**src/rtl/sertx_pkg.sv**
```systemverilog
package sertx_pkg;

    typedef enum logic [2:0] {
        S_IDLE,
        S_START,
        S_DATA,
        S_PARITY,
        S_STOP
    } tx_state_e;

    typedef struct packed {
        logic [1:0] len_sel;
        logic       par_en;
        logic       par_odd;
        logic       two_stop;
    } frame_cfg_t;

endpackage

```
**src/rtl/sertx_fifo.sv**
```systemverilog
module sertx_fifo #(
    parameter int DATA_W = 8,
    parameter int DEPTH  = 4
) (
    input  logic              clk,
    input  logic              rst_n,
    input  logic              push,
    input  logic [DATA_W-1:0] wdata,
    input  logic              pop,
    output logic [DATA_W-1:0] rdata,
    output logic              full,
    output logic              empty
);
    localparam int AW = (DEPTH > 1) ? $clog2(DEPTH) : 1;
    localparam int CW = $clog2(DEPTH + 1);

    logic [DATA_W-1:0] mem [DEPTH];
    logic [AW-1:0]     rd_ptr, wr_ptr;
    logic [CW-1:0]     count;
    logic              push_ok, pop_ok;

    assign push_ok = push && !full;
    assign pop_ok  = pop && !empty;
    assign full    = (count == CW'(DEPTH));
    assign empty   = (count == '0);
    assign rdata   = mem[rd_ptr];

    always_ff @(posedge clk) begin
        if (push_ok) mem[wr_ptr] <= wdata;
    end

    always_ff @(posedge clk) begin
        if (!rst_n) begin
            rd_ptr <= '0;
            wr_ptr <= '0;
            count  <= '0;
        end else begin
            if (push_ok) wr_ptr <= (wr_ptr == AW'(DEPTH - 1)) ? '0 : wr_ptr + 1'b1;
            if (pop_ok)  rd_ptr <= (rd_ptr == AW'(DEPTH - 1)) ? '0 : rd_ptr + 1'b1;
            unique case ({push_ok, pop_ok})
                2'b10:   count <= count + 1'b1;
                2'b01:   count <= count - 1'b1;
                default: count <= count;
            endcase
        end
    end

    assert_no_overflow_R7: assert property (@(posedge clk) disable iff (!rst_n)
        (push && full && !pop) |=> $stable(count));

    assert_pop_nonempty_R7: assert property (@(posedge clk) disable iff (!rst_n)
        pop |-> !empty);

endmodule

```
**src/rtl/sertx_bitclk.sv**
```systemverilog
module sertx_bitclk #(
    parameter int OSR = 16
) (
    input  logic clk,
    input  logic rst_n,
    input  logic tick,
    input  logic run,
    input  logic clear,
    output logic bit_end
);
    localparam int CW = $clog2(OSR);
    localparam logic [CW-1:0] LAST = CW'(OSR - 1);

    logic [CW-1:0] cnt;

    always_ff @(posedge clk) begin
        if (!rst_n) begin
            cnt <= '0;
        end else if (clear) begin
            cnt <= '0;
        end else if (run && tick) begin
            cnt <= (cnt == LAST) ? '0 : cnt + 1'b1;
        end
    end

    assign bit_end = run && tick && (cnt == LAST);

    assert_cnt_hold_R10: assert property (@(posedge clk) disable iff (!rst_n)
        (run && !tick && !clear) |=> $stable(cnt));

endmodule

```
**src/rtl/sertx_fsm.sv**
```systemverilog
module sertx_fsm
    import sertx_pkg::*;
#(
    parameter int DATA_W = 8
) (
    input  logic              clk,
    input  logic              rst_n,
    input  logic              tx_en,
    input  logic              fifo_empty,
    input  logic [DATA_W-1:0] head,
    input  frame_cfg_t        cfg_in,
    input  logic              bit_end,
    output logic              pop,
    output logic              active,
    output logic              tx_line
);
    localparam int MIN_BITS = DATA_W - 3;
    localparam int IW       = $clog2(DATA_W);

    tx_state_e         state, nxt;
    logic [DATA_W-1:0] shreg;
    logic [IW-1:0]     idx, last_idx;
    logic              stop_seen, par_q, load_ok;
    frame_cfg_t        cfg_q;

    function automatic logic [DATA_W-1:0] len_mask(input logic [1:0] sel);
        return {DATA_W{1'b1}} >> (2'd3 - sel);
    endfunction

    assign load_ok  = tx_en && !fifo_empty;
    assign last_idx = IW'(MIN_BITS - 1) + IW'(cfg_q.len_sel);

    always_comb begin
        nxt = state;
        pop = 1'b0;
        unique case (state)
            S_IDLE: begin
                if (load_ok) begin
                    nxt = S_START;
                    pop = 1'b1;
                end
            end
            S_START:  if (bit_end) nxt = S_DATA;
            S_DATA: begin
                if (bit_end && idx == last_idx)
                    nxt = cfg_q.par_en ? S_PARITY : S_STOP;
            end
            S_PARITY: if (bit_end) nxt = S_STOP;
            S_STOP: begin
                if (bit_end && (!cfg_q.two_stop || stop_seen)) begin
                    if (load_ok) begin
                        nxt = S_START;
                        pop = 1'b1;
                    end else begin
                        nxt = S_IDLE;
                    end
                end
            end
            default: nxt = S_IDLE;
        endcase
    end

    always_ff @(posedge clk) begin
        if (!rst_n) state <= S_IDLE;
        else        state <= nxt;
    end

    always_ff @(posedge clk) begin
        if (!rst_n) begin
            shreg     <= '0;
            idx       <= '0;
            stop_seen <= 1'b0;
            par_q     <= 1'b0;
            cfg_q     <= '0;
        end else if (pop) begin
            shreg     <= head;
            cfg_q     <= cfg_in;
            par_q     <= (^(head & len_mask(cfg_in.len_sel))) ^ cfg_in.par_odd;
            idx       <= '0;
            stop_seen <= 1'b0;
        end else begin
            if (state == S_DATA && bit_end) begin
                shreg <= {1'b0, shreg[DATA_W-1:1]};
                idx   <= idx + 1'b1;
            end
            if (state == S_STOP && bit_end) stop_seen <= 1'b1;
        end
    end

    always_comb begin
        active = (state != S_IDLE);
        unique case (state)
            S_START:  tx_line = 1'b0;
            S_DATA:   tx_line = shreg[0];
            S_PARITY: tx_line = par_q;
            default:  tx_line = 1'b1;
        endcase
    end

    assert_start_gate_R9: assert property (@(posedge clk) disable iff (!rst_n)
        (state == S_IDLE && !tx_en) |=> state == S_IDLE);

    assert_cfg_hold_R6: assert property (@(posedge clk) disable iff (!rst_n)
        (state != S_IDLE && !pop) |=> $stable(cfg_q));

    assert_data_len_R3: assert property (@(posedge clk) disable iff (!rst_n)
        (state == S_DATA) |-> idx <= last_idx);

    assert_one_stop_R4: assert property (@(posedge clk) disable iff (!rst_n)
        (state == S_STOP && bit_end && !cfg_q.two_stop) |=> state != S_STOP);

endmodule

```
**src/rtl/sertx_top.sv**
```systemverilog
module sertx_top
    import sertx_pkg::*;
#(
    parameter int DATA_W     = 8,
    parameter int FIFO_DEPTH = 4,
    parameter int OSR        = 16
) (
    input  logic              clk,
    input  logic              rst_n,
    input  logic              tick,
    input  logic              tx_en,
    input  logic              wr_en,
    input  logic [DATA_W-1:0] wr_data,
    input  logic [1:0]        cfg_len,
    input  logic              cfg_par_en,
    input  logic              cfg_par_odd,
    input  logic              cfg_stop2,
    output logic              fifo_full,
    output logic              fifo_empty,
    output logic              busy,
    output logic              tx_line
);
    frame_cfg_t        cfg;
    logic [DATA_W-1:0] head;
    logic              pop, active, bit_end;

    assign cfg  = '{len_sel: cfg_len, par_en: cfg_par_en, par_odd: cfg_par_odd, two_stop: cfg_stop2};
    assign busy = active || !fifo_empty;

    sertx_fifo #(.DATA_W(DATA_W), .DEPTH(FIFO_DEPTH)) u_fifo (
        .clk   (clk),
        .rst_n (rst_n),
        .push  (wr_en),
        .wdata (wr_data),
        .pop   (pop),
        .rdata (head),
        .full  (fifo_full),
        .empty (fifo_empty)
    );

    sertx_bitclk #(.OSR(OSR)) u_bitclk (
        .clk     (clk),
        .rst_n   (rst_n),
        .tick    (tick),
        .run     (active),
        .clear   (pop),
        .bit_end (bit_end)
    );

    sertx_fsm #(.DATA_W(DATA_W)) u_fsm (
        .clk        (clk),
        .rst_n      (rst_n),
        .tx_en      (tx_en),
        .fifo_empty (fifo_empty),
        .head       (head),
        .cfg_in     (cfg),
        .bit_end    (bit_end),
        .pop        (pop),
        .active     (active),
        .tx_line    (tx_line)
    );

    assert_busy_fall_R8: assert property (@(posedge clk) disable iff (!rst_n)
        $fell(busy) |-> $past(active));

endmodule

```
**config.mk**
```make
export PLATFORM = sky130hd
export DESIGN_NAME = sertx_top
export DESIGN_NICKNAME = d
export VERILOG_FILES = /design/src/rtl/sertx_pkg.sv /design/src/rtl/sertx_fifo.sv /design/src/rtl/sertx_bitclk.sv /design/src/rtl/sertx_fsm.sv /design/src/rtl/sertx_top.sv
export SDC_FILE = /design/constraint.sdc
export NUM_CORES = 1
export LEC_CHECK = 0
export BUFFER_PORTS_ARGS = -buffer_cell sky130_fd_sc_hd__buf_2
export CAP_MARGIN = 20
export CORE_AREA = 2 2 84 86
export DETAILED_ROUTE_END_ITERATION = 8
export DIE_AREA = 0 0 86 88
export HOLD_SLACK_MARGIN = 0.03
export PLACE_DENSITY_LB_ADDON = 0.3
export SYNTH_ARGS = -nofsm -noshare
export SYNTH_HDL_FRONTEND = slang
export SYNTH_SLANG_ARGS = --single-unit
```
**constraint.sdc**
```tcl
create_clock -name clk -period 8.63 [get_ports clk]
set_input_delay 1.2945 -clock clk [delete_from_list [all_inputs] [get_ports clk]]
set_output_delay 1.2945 -clock clk [all_outputs]
set_load 0.02 [all_outputs]
```
After elaboration in Yosys (flattened, before gate mapping)
Memory sizes are Yosys's and may differ from the RTL's. A register that Yosys moved wholly into a read port is not among the register bits.
Cells that the tools add are included.
Operators by class
  shift-type cells: 1
  eq/ne operators: 16
  add/sub/neg operators: 8
  reduce and logical (&&, ||, !) cells: 22
  bitwise gates (word level): 3
  muxes and demuxes: 22
Operators with widths (count)
  $mux W3: 6
  $mux W8: 2
  $pmux W3 S5: 1
  $ne A2 B1 Y1 const B: 5
  $logic_and A1 B1 Y1: 9
  $and A8 B8 Y8: 1
  $mux W2: 4
  $reduce_xor A8 Y1: 1
  $shr A8 B2 Y8 const A: 1
  $add A3 B1 Y3 const B: 2
  $eq A2 B2 Y1 const B: 3
  $eq A3 B2 Y1 const B: 2
  $eq A3 B3 Y1 const B: 2
  $logic_not A3 Y1: 2
  $pmux W3 S2: 1
  $mux W1: 5
  $reduce_and A5 Y1: 1
  $add A2 B1 Y2 const B: 2
  $add A4 B1 Y4 const B: 1
  $eq A4 B4 Y1 const B: 1
  $mux W4: 1
  $reduce_bool A2 Y1: 2
  $add A3 B2 Y3 const A: 1
  $eq A3 B1 Y1 const B: 1
  other kinds (12): 15
Word-level totals
  word-level logic and storage cells: 85
  input bits: 18
  memories kept: 1
  register bits after elaboration: 31
  output and inout bits: 4
  memory bits (writable): 32
Memories
  u_fifo.mem: depth 4, width 8, read ports 1, clocked after memory_dff 1, wr ports 1, line sertx_fifo.sv:17  | logic [DATA_W-1:0] mem [DEPTH];

Depth between registers and ports, before layout
Gate-level depths: netlist of run 1.
  word-level depth: 9
  depth in mapped cells: 13

Hierarchy
From an unflattened synthesis of run 1, not the netlist that was laid out.
Unflattened totals
  cells, all modules: 252
  area total of the unflattened synthesis: 2919.0 µm²
By module, submodules not included
  sertx_fifo: area an instance 1644.1 µm², cells each 98, times used 1, sequential area each 1141.1 µm²
  sertx_fsm: area an instance 1078.5 µm², cells each 129, times used 1, sequential area each 400.4 µm²
  sertx_bitclk: area an instance 190.2 µm², cells each 24, times used 1, sequential area each 80.1 µm²
  sertx_top: area an instance 6.3 µm², cells each 1, times used 1, sequential area each 0.0 µm²

Worst setup path before layout of run 1
OpenSTA, ideal clock, no wires.
  kind: input port to flip-flop
  start point: input tick
  end point: register u_fifo.count[2]
  buffers on the path: 2
  slack: 5.037 ns
  data arrival time: 3.517 ns
  data required time: 8.554 ns
  stages on the path: 12
  cells stage by stage: o311a_1 -> nand3_1 -> a2111o_1 -> buf_2 -> inv_2 -> buf_4 -> ha_1 -> inv_1 -> fa_1 -> xor2_1 -> or3_1 -> a21boi_0
On the way
  word-level cells in the longest chain between the ends: 8
  elaborated cells on any way between the ends: 10
  classes of those cells: 2 x eq/ne; 3 x mux; 5 x reduce/logical
Ends and longest elaborated chain
  from (decl): line sertx_top.sv:10  | input logic tick,
  $logic_and A1 B1 Y1 (*) (2 in a row): line sertx_bitclk.sv:26  | assign bit_end = run && tick && (cnt == LAST);
  $logic_and A1 B1 Y1 (*): line sertx_fsm.sv:50  | if (bit_end && (!cfg_q.two_stop || stop_seen)) begin
  $mux W1 (*): line sertx_fsm.sv:50
  $pmux W1 S2 (*): line sertx_fsm.sv:36  | unique case (state)
  $logic_and A1 B1 Y1 (*): line sertx_fifo.sv:23  | assign pop_ok = pop && !empty;
  via u_fifo.pop_ok: line sertx_fifo.sv:20  | logic push_ok, pop_ok;
  $eq A2 B1 Y1 or $eq A2 B2 Y1 (tied branches): line sertx_fifo.sv:40  | unique case ({push_ok, pop_ok})
  $pmux W3 S2 or $reduce_bool A2 Y1 (tied branches)
  to (signal assigned): line sertx_fifo.sv:41  | 2'b10: count <= count + 1'b1;
  to (signal assigned): line sertx_fifo.sv:42  | 2'b01: count <= count - 1'b1;
  to (signal assigned): line sertx_fifo.sv:43  | default: count <= count;
  to (decl): line sertx_fifo.sv:19  | logic [CW-1:0] count;
Mark *: on every way through the listed nets, which the timed path passes. The rest lies on a longest branch.
A chain may end at the register's enable or synchronous reset.

Worst setup path in the final report of run 1
  start point: input tick
  end point: register u_fifo.count[2]
On the way
  word-level cells in the longest chain between the ends: 8
  elaborated cells on any way between the ends: 10
  classes of those cells: 2 x eq/ne; 3 x mux; 5 x reduce/logical
Ends and longest elaborated chain (line)
  $logic_and A1 B1 Y1 (*) (2 in a row): sertx_bitclk.sv:26
  $logic_and A1 B1 Y1 (*): sertx_fsm.sv:50
  $mux W1 (*): sertx_fsm.sv:50
  $pmux W1 S2 (*): sertx_fsm.sv:36
  $logic_and A1 B1 Y1 (*): sertx_fifo.sv:23
  $eq A2 B1 Y1 or $eq A2 B2 Y1 (tied branches): sertx_fifo.sv:40
  $pmux W3 S2 or $reduce_bool A2 Y1 (tied branches)
Mark *: on every way between the ends. The rest lies on a longest branch, timed or not.

==> results of run 1 <==
layout by cell type, fill, tap and decap left out, types with 2 or more instances in the layout:
cell	Yosys	layout
sky130_fd_sc_hd__dfxtp_1	33	33
sky130_fd_sc_hd__edfxtp_1	32	32
sky130_fd_sc_hd__nand2_1	30	30
sky130_fd_sc_hd__buf_2	3	21
sky130_fd_sc_hd__a21oi_1	13	13
sky130_fd_sc_hd__nand3_1	11	11
sky130_fd_sc_hd__inv_1	10	10
sky130_fd_sc_hd__nor2_1	10	10
sky130_fd_sc_hd__a21boi_1	9	9
sky130_fd_sc_hd__clkbuf_8	0	9
sky130_fd_sc_hd__xnor2_1	8	8
sky130_fd_sc_hd__ha_1	8	8
sky130_fd_sc_hd__and2_1	7	7
sky130_fd_sc_hd__mux4_2	7	7
sky130_fd_sc_hd__o21ai_0	6	6
sky130_fd_sc_hd__a22oi_1	6	6
sky130_fd_sc_hd__a21boi_0	4	4
sky130_fd_sc_hd__or3_1	3	3
sky130_fd_sc_hd__xor2_1	3	3
sky130_fd_sc_hd__inv_6	0	3
sky130_fd_sc_hd__nand2b_1	2	2
sky130_fd_sc_hd__nor3_1	2	2
sky130_fd_sc_hd__and3_1	2	2
sky130_fd_sc_hd__o311ai_1	2	2
sky130_fd_sc_hd__mux2i_1	2	2
sky130_fd_sc_hd__nor4_2	2	2
sky130_fd_sc_hd__nor4_1	2	2
sky130_fd_sc_hd__o21a_1	2	2
sky130_fd_sc_hd__clkinvlp_4	0	2
cell type report:
type | count | area share [%]
Clock buffer | 9 | 3.78
Clock inverter | 7 | 2.52
Inverter | 11 | 1.26
Multi-Input combinational cell | 161 | 36.6
Sequential cell | 65 | 49.5
Tap cell | 80 | 3.06
Timing Repair Buffer | 21 | 3.21
critical path, delay by kind of cell:
family          cells  cell delay (ps)
compound gates      3             1030
xor+xnor            1              160
fa+ha+maj           2              600
buf+inv             3              480
simple gates        2              410
power breakdown:
group          internal, mW  leakage, nW  switching, mW  total (mW)
registers             0.372        0.562         0.0457       0.418
logic                 0.129        0.486          0.162       0.291
clock network         0.138       0.0988          0.129       0.267
flip-flops by register name, summed over array words and instances (netlist names), named ones only:
name and cells:
u_fsm.cfg_q 4, u_fifo.wr_ptr 2, u_fifo.count 3, u_fifo.mem 32, u_fsm.state 3, u_fsm.par_q 1, u_fsm.shreg 8, u_fsm.idx 3
u_fsm.stop_seen 1, u_bitclk.cnt 4, u_fifo.rd_ptr 2
cells by family (layout without fill, tap and decap cells):
| family | count (synthesis) | in the layout |
|---|---|---|
| adders and majority gates | 9 | 9 |
| buffers and inverters | 21 | 48 |
| DFF | 65 | 65 |
| AOI/OAI and AO/OA | 53 | 53 |
| and+or+nand+nor | 76 | 76 |
| muxes | 10 | 10 |
| xor gates and xnor gates | 13 | 13 |
path summary, 6_finish.rpt:
path / start / to / slack [ps] / cells after the start
worst max-delay path: tick / u_fifo.count[2]$_SDFFE_PN0P_ / 4920 / 11
worst min-delay path: u_fsm.cfg_q[4]$_SDFFE_PN0N_ / u_fsm.cfg_q[4]$_SDFFE_PN0N_ / 470 / 2
worst max register to register: u_fsm.state[1]$_SDFFE_PN0P_ / u_fifo.count[2]$_SDFFE_PN0P_ / 5300 / 10
worst min register to register: u_fsm.cfg_q[4]$_SDFFE_PN0N_ / u_fsm.cfg_q[4]$_SDFFE_PN0N_ / 470 / 2
stage by stage:
stage	util [%]	worst slack, ps
4_1_cts	49.3	4930
2_1_floorplan	-	5040
3_5_place_dp	46.2	4560
5_1_grt	49.3	4700
3_3_place_gp	46.2	4640
6_report	49.3	4920
per-layer routing:
metal / GRT usage, % / part of all wire, % / vias up
met5: 0 / 0 / -
met4: 6.06 / 1.6 / 0
met3: 5.56 / 4.1 / 6
met2: 23.7 / 46 / 30
met1: 19.5 / 49 / 947
li1: - / - / 956
==> results.md, run 1 <==
- Category of the worst setup path capture point: register
- Initial core utilization: between 40% and 50%
- Post-synthesis share of cell area spent on xor and xnor gates: about 4.6%
- Total cell area at the placement stage: roughly 3100 um^2
- Most frequent cells after synthesis: 33 x sky130_fd_sc_hd__dfxtp_1, 32 x sky130_fd_sc_hd__edfxtp_1, 30 x sky130_fd_sc_hd__nand2_1
- Distinct cells, synth: 51
- Number of antenna violations at the first check in global routing: 0
- RSZ-0062 raised after global routing: no
- Post-synthesis sequential area ratio: between 50% and 60%
- Level count of the clock H-tree: 3
- Placeable core region: around 6600 um^2
- Drt first pass iters: 4
- Antenna-violating nets left: 0
- Final total power: roughly 1000 uW
- Actual slew at the worst max-slew pin: roughly 980 ps
- Final hold violations: 0
- Layout area overhead: 12.3%
- Min Hold Slack: roughly 470 ps
- DRC Markers: 0
- Most area-hungry cell type in the Yosys netlist: sky130_fd_sc_hd__edfxtp_1
- Sequential Area: 1620 um^2
- Hold Buf Count CTS: 0
- CTS tree: done
- CTS root buf: sky130_fd_sc_hd__clkbuf_8
- Number of buffers inserted by port buffering: 21
- Filler instances: slightly below 600
- Cell types occupying the most area after synthesis: sky130_fd_sc_hd__edfxtp_1 33%, sky130_fd_sc_hd__dfxtp_1 23%, sky130_fd_sc_hd__mux4_2 5.4%
- Startpoint-to-endpoint class of the critical path: in2reg
- Total CTS buffers: 9
- Floorplan die area: 7570 um^2
- Number of max-slew violations in the final report: 0
- Maximum clock rate: ~270 MHz
- Last weighted congestion value of the routability-driven placer: approximately 0.84
- Setup violation total in the final timing report: 0
- Combinational family with the most area after synthesis: simple AND/OR/NAND/NOR gates
- Cell area after layout: 3270 um^2
- Worst-path clk slew: 80 ps
- Clock tree buffer depth: 2
- Count of inserted antenna diode cells: 0
- Count of clock tree sinks: 65
- Mux share of post-synthesis cell area: under 10%
- Critical path's slowest cell: sky130_fd_sc_hd__a2111o_1
- Total I/O pin count: 22
- GRT Total Usage: 15.3%
- Most used standard cell by instance count after synthesis: sky130_fd_sc_hd__dfxtp_1
- Worst Skew: 9.40 ps
- Relative slew margins: 34.3%
- Power density over the cells: roughly 300 nW/um^2
- Max-capacitance violation count: 0
- Cell breakdown of the critical path: buf_2, o311a_1, nand3_1, a2111o_1, inv_2, ha_1, inv_1, fa_1, xor2_1, or3_1, a21boi_0
- Reported leakage power: between 1 and 1.5 nW
- Post-Syn Area per Cell: around 12 um^2
- Net total in the final layout: approximately 300
- Crit-path max FO: 19
- Fraction of final layout cells sized beyond drive strength 1: 17.5%
- Combined area of the multi-input logic cells: about 1200 um^2
- Chip Height: 88 um
- Post-route minimum period: 3710 ps
- Starting DRT DRC Count: 101
- Maximum number of pins on one net before global-route repair: 20
- Outcome: finished clean
- Share of synthesized flip-flops with an asynchronous set or reset: 0%
- Min-Delay Path Class: reg2reg
- Worst vdd ir: roughly 0.15 mV
- Total vias in the final route: about 1900
- Area fraction in and, or, nand and nor cells after synthesis: 13.0%
- Count of mapped cells out of synthesis: about 250
- CP Data Required Time: between 8000 and 9000 ps
- Number of enable-type register cells in the synthesized netlist: 32
- Vias/cell: 5.48
- Latest clock arrival within the worst-skew pair: roughly 350 ps
- Wirelength, routed: about 5.3 mm
- Area fraction of the dominant cell type after synthesis: 33.0%
- CTS-repair resized insts: 0
- Post-Synth Adder-Cell Area: about 4.1%
- Placement Rows: 30
- Remaining global-route overflow: 0
- Vias in the first global route: 1800
- Half-perimeter wire length after detailed placement: about 3.6 mm
- Sum Neg Setup Slack: 0 ps
- Detail-routed net length per standard cell: 14.9 um
- Placed cell count: approximately 340
- Number of cells in the finished layout apart from fillers: 354
- Wire length of the first global-routing pass: between 8 and 9 mm
- WP data arrival: ~4000 ps
- Share of the clock period used by the worst path after layout: 42.9%
- Post CTS Setup Buffer Count: 0
- Delay contributed by the slowest stage of the critical path: between 600 and 700 ps
- Die width: ~86 um
- Post-synthesis instance area: roughly 2900 um^2
- Top flip-flop cell by instance count after synthesis: sky130_fd_sc_hd__dfxtp_1
- Number of warnings issued by yosys: 0
- Synthesized net count: roughly 270
- FF+latch count, synth: 65
- Synth Area in Compound Gates: between 10% and 20%
- Kind of launch point of the worst setup path: input pin
Power figures use the tool's default switching activity.
==> inputs of run 2 (changes only) <==
==> constraint.sdc (replaced) <==
create_clock -name clk -period 3.8 [get_ports clk]
set_input_delay 0.57 -clock clk [delete_from_list [all_inputs] [get_ports clk]]
set_output_delay 0.57 -clock clk [all_outputs]
set_load 0.02 [all_outputs]
==> run 2 against run 1 <==
  * Via count down 0.88%
  * Count of clock-buffer cells in the layout unchanged
  * Design area grew 0.11%
  * Setup slack got worse by 4100 ps
  * Register-to-register slack got worse by 4500 ps
  * Critical path depth shrank 1
  * Clock power is 120% higher
  * Highest routed layer unchanged
==> results.md, run 2 (synthesis gave the netlist of run 1 again) <==
- Outcome: finished clean
- Maximum clock rate: roughly 340 MHz
- Starting DRT DRC Count: 82 (-19%)
- Filler instances: 596 (+3.1%)
- Total CTS buffers: 9 (unchanged)
- Flip-flop count of the largest register after layout: 32 (unchanged)
- Layout area overhead: 12.4%
- Vias in the first global route: 1712 (-4.9%)
- Wirelength, routed: 5.14 mm (-2.8%)
- Final hold violations: 0 (unchanged)
- Net total in the final layout: 297 (+0.34%)
- Count of clock tree sinks: 65 (unchanged)
- Number of cells traversed by the worst register-to-register path: 10 (unchanged)
- Share of the clock period used by the worst path after layout: around 78%
- R2r setup slk: 830 ps (-4470 ps)
- Min-Delay Path Class: in2reg
- Actual slew at the worst max-slew pin: 1020 ps (+43.6 ps)
- CTS-repair resized insts: 0 (unchanged)
- Die width: 86 um (unchanged)
- Vias/cell: 5.41 (-1.2%)
- Worst-path clk slew: 80 ps (about the same)
- Worst Skew: 14.0 ps (+4.57 ps)
- Worst r2r src: u_fsm.state[1]$_SDFFE_PN0P_
- Top register by number of flip-flops: u_fifo.mem
- CTS tree: done
- Relative slew margins: 31.4% (-2.9 points)
- Last weighted congestion value of the routability-driven placer: 0.827 (-1.5%)
- DRC Markers: 0 (unchanged)
- Number of max-slew violations in the final report: 0 (unchanged)
- GRT Total Usage: 14.8% (-0.43 points)
- Initial core utilization: 43.9% (unchanged)
- Total I/O pin count: 22 (unchanged)
- Number of antenna violations at the first check in global routing: 0 (unchanged)
- RSZ-0062 raised after global routing: no
- Hold Buf Count CTS: 0 (unchanged)
- Level count of the clock H-tree: 3 (unchanged)
- Max-capacitance violation count: 0 (unchanged)
- Crit-path max FO: 15 (-4)
- Antenna-violating nets left: 0 (unchanged)
- Floorplan die area: 7570 um^2 (unchanged)
- Reg2Reg Capture Point: u_fifo.count[2]$_SDFFE_PN0P_
- Post-route minimum period: approximately 3000 ps
- Number of cells in the finished layout apart from fillers: 355 (+0.28%)
- Clock tree buffer depth: 2 (unchanged)
- Category of the worst setup path capture point: register
- Drt first pass iters: 4 (unchanged)
- Chip Height: 88 um (unchanged)
- Count of inserted antenna diode cells: 0 (unchanged)
- CTS root buf: sky130_fd_sc_hd__clkbuf_8
- Latest clock arrival within the worst-skew pair: 340 ps (about the same)
- Placeable core region: 6640 um^2 (unchanged)
- Critical path origin: u_fsm.state[1]$_SDFFE_PN0P_
- Setup violation total in the final timing report: 0 (unchanged)
- Remaining global-route overflow: 0 (unchanged)
- Maximum number of pins on one net before global-route repair: 20 (unchanged)
- Wire length of the first global-routing pass: 8.36 mm (-3.2%)
- Sum Neg Setup Slack: 0 ps (unchanged)
- Reported leakage power: 1.14 nW (-0.21%)
- Total vias in the final route: 1922 (-0.88%)
- Worst vdd ir: 0.302 mV (+99%)
- WP data arrival: 3230 ps (-760 ps)
- Placement Rows: 30 (unchanged)
- Fraction of final layout cells sized beyond drive strength 1: 17.8% (+0.30 points)
- Placed cell count: 339 (+0.30%)
- Regs by FF count: u_fifo.mem (32), u_fsm.shreg (8)
- Worst setup path endpoint: u_fifo.count[2]$_SDFFE_PN0P_
- Startpoint-to-endpoint class of the critical path: reg2reg
- Kind of launch point of the worst setup path: register
- Half-perimeter wire length after detailed placement: 3.49 mm (-1.9%)
- Post CTS Setup Buffer Count: 0 (unchanged)
- Most frequent standard cell in the layout excluding fill and tap cells: sky130_fd_sc_hd__dfxtp_1
- Detail-routed net length per standard cell: 14.5 um (-3.1%)
- Number of buffers inserted by port buffering: 21 (unchanged)
- Power density over the cells: 671 nW/um^2 (+120%)
- Highest-count cells in the layout ignoring fill and taps: 33 x sky130_fd_sc_hd__dfxtp_1, 32 x sky130_fd_sc_hd__edfxtp_1, 30 x sky130_fd_sc_hd__nand2_1
- CP Data Required Time: 4060 ps (-4850 ps)
[run 2: report_power, final]
part / total (mW) / internal, mW / leakage, nW / switching, mW
combinational: 0.664 / 0.301 / 0.491 / 0.364
sequential: 0.945 / 0.845 / 0.562 / 0.101
clock: 0.589 / 0.307 / 0.0921 / 0.282
total: 2.20 / 1.45 / 1.14 / 0.746
[run 2: worst max-delay path: stages (launching register included)]
cell	delay [ps]
sky130_fd_sc_hd__dfxtp_1	600
sky130_fd_sc_hd__o311a_1	270
sky130_fd_sc_hd__nand3_1	100
sky130_fd_sc_hd__a2111o_1	440
sky130_fd_sc_hd__inv_2	220
sky130_fd_sc_hd__ha_1	230
sky130_fd_sc_hd__inv_1	60
sky130_fd_sc_hd__fa_1	370
sky130_fd_sc_hd__xor2_1	160
sky130_fd_sc_hd__or3_1	290
sky130_fd_sc_hd__a21boi_0	150
[run 2: worst min-delay path by stage]
stage / startpoint / endpoint / depth (start not counted)
finish: wr_data[4] / u_fifo.mem[2][4]$_DFFE_PP_ / 1
global route: wr_data[4] / u_fifo.mem[2][4]$_DFFE_PP_ / 1
CTS: wr_data[3] / u_fifo.mem[1][3]$_DFFE_PP_ / 1
detailed placement: u_fsm.cfg_q[0]$_SDFFE_PN0N_ / u_fsm.cfg_q[0]$_SDFFE_PN0N_ / 2
global placement: u_fsm.cfg_q[0]$_SDFFE_PN0N_ / u_fsm.cfg_q[0]$_SDFFE_PN0N_ / 2
floorplan: u_fsm.stop_seen$_SDFFE_PP0P_ / u_fsm.stop_seen$_SDFFE_PP0P_ / 2
[run 2: layer usage]
layer | track usage (%) | part of all wire [%] | vias up
li1 | - | - | 955
met1 | 19.4 | 48 | 910
met2 | 21.7 | 45 | 50
met3 | 6.13 | 5.3 | 7
met4 | 6.64 | 1.6 | 0
met5 | 0 | 0 | -
[run 2: cell type report]
class / count / area [um^2] / share of cell area, %
well taps: 80 / 100 / 3.05
multi-input cells: 161 / 1200 / 36.6
inverters: 11 / 41.3 / 1.26
flip-flops and latches: 65 / 1620 / 49.5
clock inverters: 7 / 78.8 / 2.40
clock buffers: 9 / 124 / 3.78
repair buffers: 22 / 113 / 3.44
[run 2: per-stage QoR]
step / utilization (%) / worst slack [ps] / instance area (um^2) / power (mW) / hold WS, ps
after floorplan: - / 932 / 2920 / 1.49 / 428
after global placement: 46.3 / 877 / 3080 / 1.62 / 447
after detailed placement: 46.3 / 825 / 3080 / 1.63 / 452
after CTS: 49.3 / 819 / 3280 / 2.23 / 416
after global routing: 49.3 / 611 / 3280 / 2.34 / 420
final: 49.3 / 826 / 3280 / 2.20 / 441
==> inputs of run 3 (changes only) <==
==> constraint.sdc (replaced) <==
create_clock -name clk -period 2.5 [get_ports clk]
set_input_delay 0.375 -clock clk [delete_from_list [all_inputs] [get_ports clk]]
set_output_delay 0.375 -clock clk [all_outputs]
set_load 0.02 [all_outputs]
==> run 3 against run 2 <==
  * Final cell count grew 2.5%
  * Sequential cell count is the same
  * Die area is the same
  * Setup slack lost 770 ps
  * Wire length grew 6.8%
  * Register-to-register slack lost 770 ps
  * Maximum frequency grew 22%
  * Combinational power grew 75%
  * Clock power grew 36%
  * Sequential power grew 48%
  * First-iteration DRC count grew 34%
  * Via count grew 3.7%
  * Critical path type unchanged
  * Critical endpoint unchanged
  * Largest power group unchanged
  * Highest routed layer unchanged
==> results.md, run 3 (synthesis gave the netlist of run 1 again) <==
- Total CTS buffers: 9 (unchanged)
- Min-Delay Path Class: in2reg
- GRT Total Usage: 15.5% (+0.63 points)
- Number of max-slew violations in the final report: 0 (unchanged)
- Kind of launch point of the worst setup path: register
- Total vias in the final route: 1993 (+3.7%)
- Max-capacitance violation count: 0 (unchanged)
- Sequential Area: 1630 um^2 (+0.46%)
- Flip-flop count of the largest register after layout: 32 (unchanged)
- Outcome: finished clean
- Share of the clock period used by the worst path after layout: 97.6% (+19 points)
- Die width: 86 um (unchanged)
- Reg2Reg Capture Point: u_fifo.count[2]$_SDFFE_PN0P_
- Placeable core region: 6640 um^2 (unchanged)
- Number of cells in the finished layout apart from fillers: 364 (+2.5%)
- Layout area overhead: 15.8%
- Number of cells traversed by the worst register-to-register path: 11 (+1)
- Post-route minimum period: 2440 ps (-535 ps)
- Fraction of final layout cells sized beyond drive strength 1: 22.9% (+5.1 points)
- Placement Setup Slack: 49.9 ps (-775 ps)
- Latest clock arrival within the worst-skew pair: 340 ps (about the same)
- Filler instances: 595 (-0.17%)
- Capture endpoint of the worst hold path: u_fifo.mem[2][7]$_DFFE_PP_
- Floorplan die area: 7570 um^2 (unchanged)
- Final WS setup: 61.1 ps (-765 ps)
- Relative slew margins: 28.9% (-2.5 points)
- Antenna-violating nets left: 0 (unchanged)
- Level count of the clock H-tree: 3 (unchanged)
- WP data arrival: 2710 ps (-520 ps)
- Most frequent standard cell in the layout excluding fill and tap cells: sky130_fd_sc_hd__edfxtp_1
- Total I/O pin count: 22 (unchanged)
- Number of antenna violations at the first check in global routing: 0 (unchanged)
- Wire length of the first global-routing pass: 8.88 mm (+6.3%)
- Vias/cell: 5.48 (+1.1%)
- Combined area of the multi-input logic cells: 1240 um^2 (+3.6%)
- Last weighted congestion value of the routability-driven placer: 0.835 (+0.98%)
- Startpoint of the tightest hold check path: wr_data[7]
- Final hold violations: 0 (unchanged)
- Startpoint-to-endpoint class of the critical path: reg2reg
- Crit-path max FO: 4 (-11)
- Number of buffers inserted by port buffering: 21 (unchanged)
- Worst r2r src: u_bitclk.cnt[1]$_SDFFE_PP0P_
- Power density over the cells: 996 nW/um^2 (+48%)
- Net total in the final layout: 306 (+3.0%)
- Actual slew at the worst max-slew pin: 1060 ps (+36.6 ps)
- Category of the worst setup path capture point: register
- Worst vdd ir: 0.425 mV (+40%)
- Worst Skew: 6.58 ps (-7.38 ps)
- Maximum clock rate: 410 MHz (+22%)
- Count of inserted antenna diode cells: 0 (unchanged)
- Top register by number of flip-flops: u_fifo.mem
- CP Data Required Time: 2780 ps (-1280 ps)
- Drt first pass iters: 4 (unchanged)
- Number of cells on the worst hold path: 1 (unchanged)
- Count of clock tree sinks: 65 (unchanged)
- RSZ-0062 raised after global routing: yes
- Maximum number of pins on one net before global-route repair: 20 (unchanged)
- Remaining global-route overflow: 0 (unchanged)
- Placed cell count: 346 (+2.1%)
- Half-perimeter wire length after detailed placement: 3.72 mm (+6.6%)
- Reported leakage power: 1.18 nW (+3.1%)
- CTS root buf: sky130_fd_sc_hd__clkbuf_8
- Chip Height: 88 um (unchanged)
- Min Hold Slack: 244 ps (-197 ps)
- Setup violation total in the final timing report: 0 (unchanged)
- Detail-routed net length per standard cell: 15.1 um (+4.2%)
- Clock tree buffer depth: 2 (unchanged)
- Wirelength, routed: 5.49 mm (+6.8%)
- Initial core utilization: 43.9% (unchanged)
- Placement Rows: 30 (unchanged)
- Worst-path clk slew: 80 ps (about the same)
- Starting DRT DRC Count: 110 (+34%)
- DRC Markers: 0 (unchanged)
- R2r setup slk: 60 ps (-770 ps)
- Regs by FF count: u_fifo.mem (32), u_fsm.shreg (8)
- Highest-count cells in the layout ignoring fill and taps: 32 x sky130_fd_sc_hd__edfxtp_1, 31 x sky130_fd_sc_hd__dfxtp_1, 30 x sky130_fd_sc_hd__nand2_1
- Post-layout utilization of the core: 50.8% (+1.5 points)
- Hold Buf Count CTS: 0 (unchanged)
- Vias in the first global route: 1868 (+9.1%)
- Sum Neg Setup Slack: 0 ps (unchanged)
- CTS tree: done
-- run 3: cell types whose count changed in the layout (fill, tap and decap cells not counted), moves of 2 or more --
cell / before / now
sky130_fd_sc_hd__buf_4: 1 / 10
sky130_fd_sc_hd__dfxtp_1: 33 / 31
sky130_fd_sc_hd__dfxtp_4: 0 / 2
sky130_fd_sc_hd__ha_1: 8 / 6
sky130_fd_sc_hd__ha_4: 0 / 2
-- run 3: stage by stage --
stage	total power [mW]	instance area [um^2]
final	3.36	3380
after CTS	3.38	3340
after global placement	2.55	3160
after floorplan	2.31	2960
after detailed placement	2.57	3160
after global routing	3.59	3380
-- run 3: metal layers --
metal	routed length (um)	track usage, %	share of wire [%]	vias to the layer above
li1	-	-	-	977
met1	2560	20.1	47	973
met2	2650	24.0	48	34
met3	179	3.86	3.3	9
met4	100	8.23	1.8	0
met5	0	0	0	-
-- run 3: how the worst max path moves through the flow --
stage,from,to,slack [ps],cells past startpoint
floorplan,u_bitclk.cnt[1]$_SDFFE_PP0P_,u_fifo.count[2]$_SDFFE_PN0P_,-50,13
global placement,u_bitclk.cnt[0]$_SDFFE_PP0P_,u_fifo.count[2]$_SDFFE_PN0P_,100,11
detailed placement,u_bitclk.cnt[1]$_SDFFE_PP0P_,u_fifo.count[2]$_SDFFE_PN0P_,50,11
CTS,u_bitclk.cnt[1]$_SDFFE_PP0P_,u_fifo.count[2]$_SDFFE_PN0P_,40,11
global route,u_bitclk.cnt[1]$_SDFFE_PP0P_,u_fifo.count[2]$_SDFFE_PN0P_,-60,11
finish,u_bitclk.cnt[1]$_SDFFE_PP0P_,u_fifo.count[2]$_SDFFE_PN0P_,60,11
-- run 3: repair_timing --
item | in CTS | in global routing
setup endpoints to repair | 0 | 1
buffers inserted | 0 | 2
resized for setup | 0 | 4
-- run 3: final cells by class --
cell class	count	area share, %
inverters	11	1.30
clock inverters	7	1.63
flip-flops and latches	65	48.3
well taps	80	2.97
clock buffers	9	3.67
multi-input cells	161	36.8
repair buffers	31	5.34
-- run 3: critical path, cell delays in order, from the launching register on --
cell and delay [ps]:
sky130_fd_sc_hd__dfxtp_4 370, sky130_fd_sc_hd__ha_4 140, sky130_fd_sc_hd__o311a_4 190, sky130_fd_sc_hd__nand3_2 70, sky130_fd_sc_hd__a2111o_1 460, sky130_fd_sc_hd__inv_4 80, sky130_fd_sc_hd__ha_4 120, sky130_fd_sc_hd__inv_1 40
sky130_fd_sc_hd__fa_2 330, sky130_fd_sc_hd__xor2_1 150, sky130_fd_sc_hd__or3_1 300, sky130_fd_sc_hd__a21boi_1 110
-- run 3: where the power goes --
part	internal, mW	switching, mW	leakage (nW)	total (mW)
Sequential	1.29	0.112	0.564	1.40
Clock	0.367	0.433	0.0862	0.801
Combinational	0.529	0.634	0.530	1.16
Total	2.18	1.18	1.18	3.36
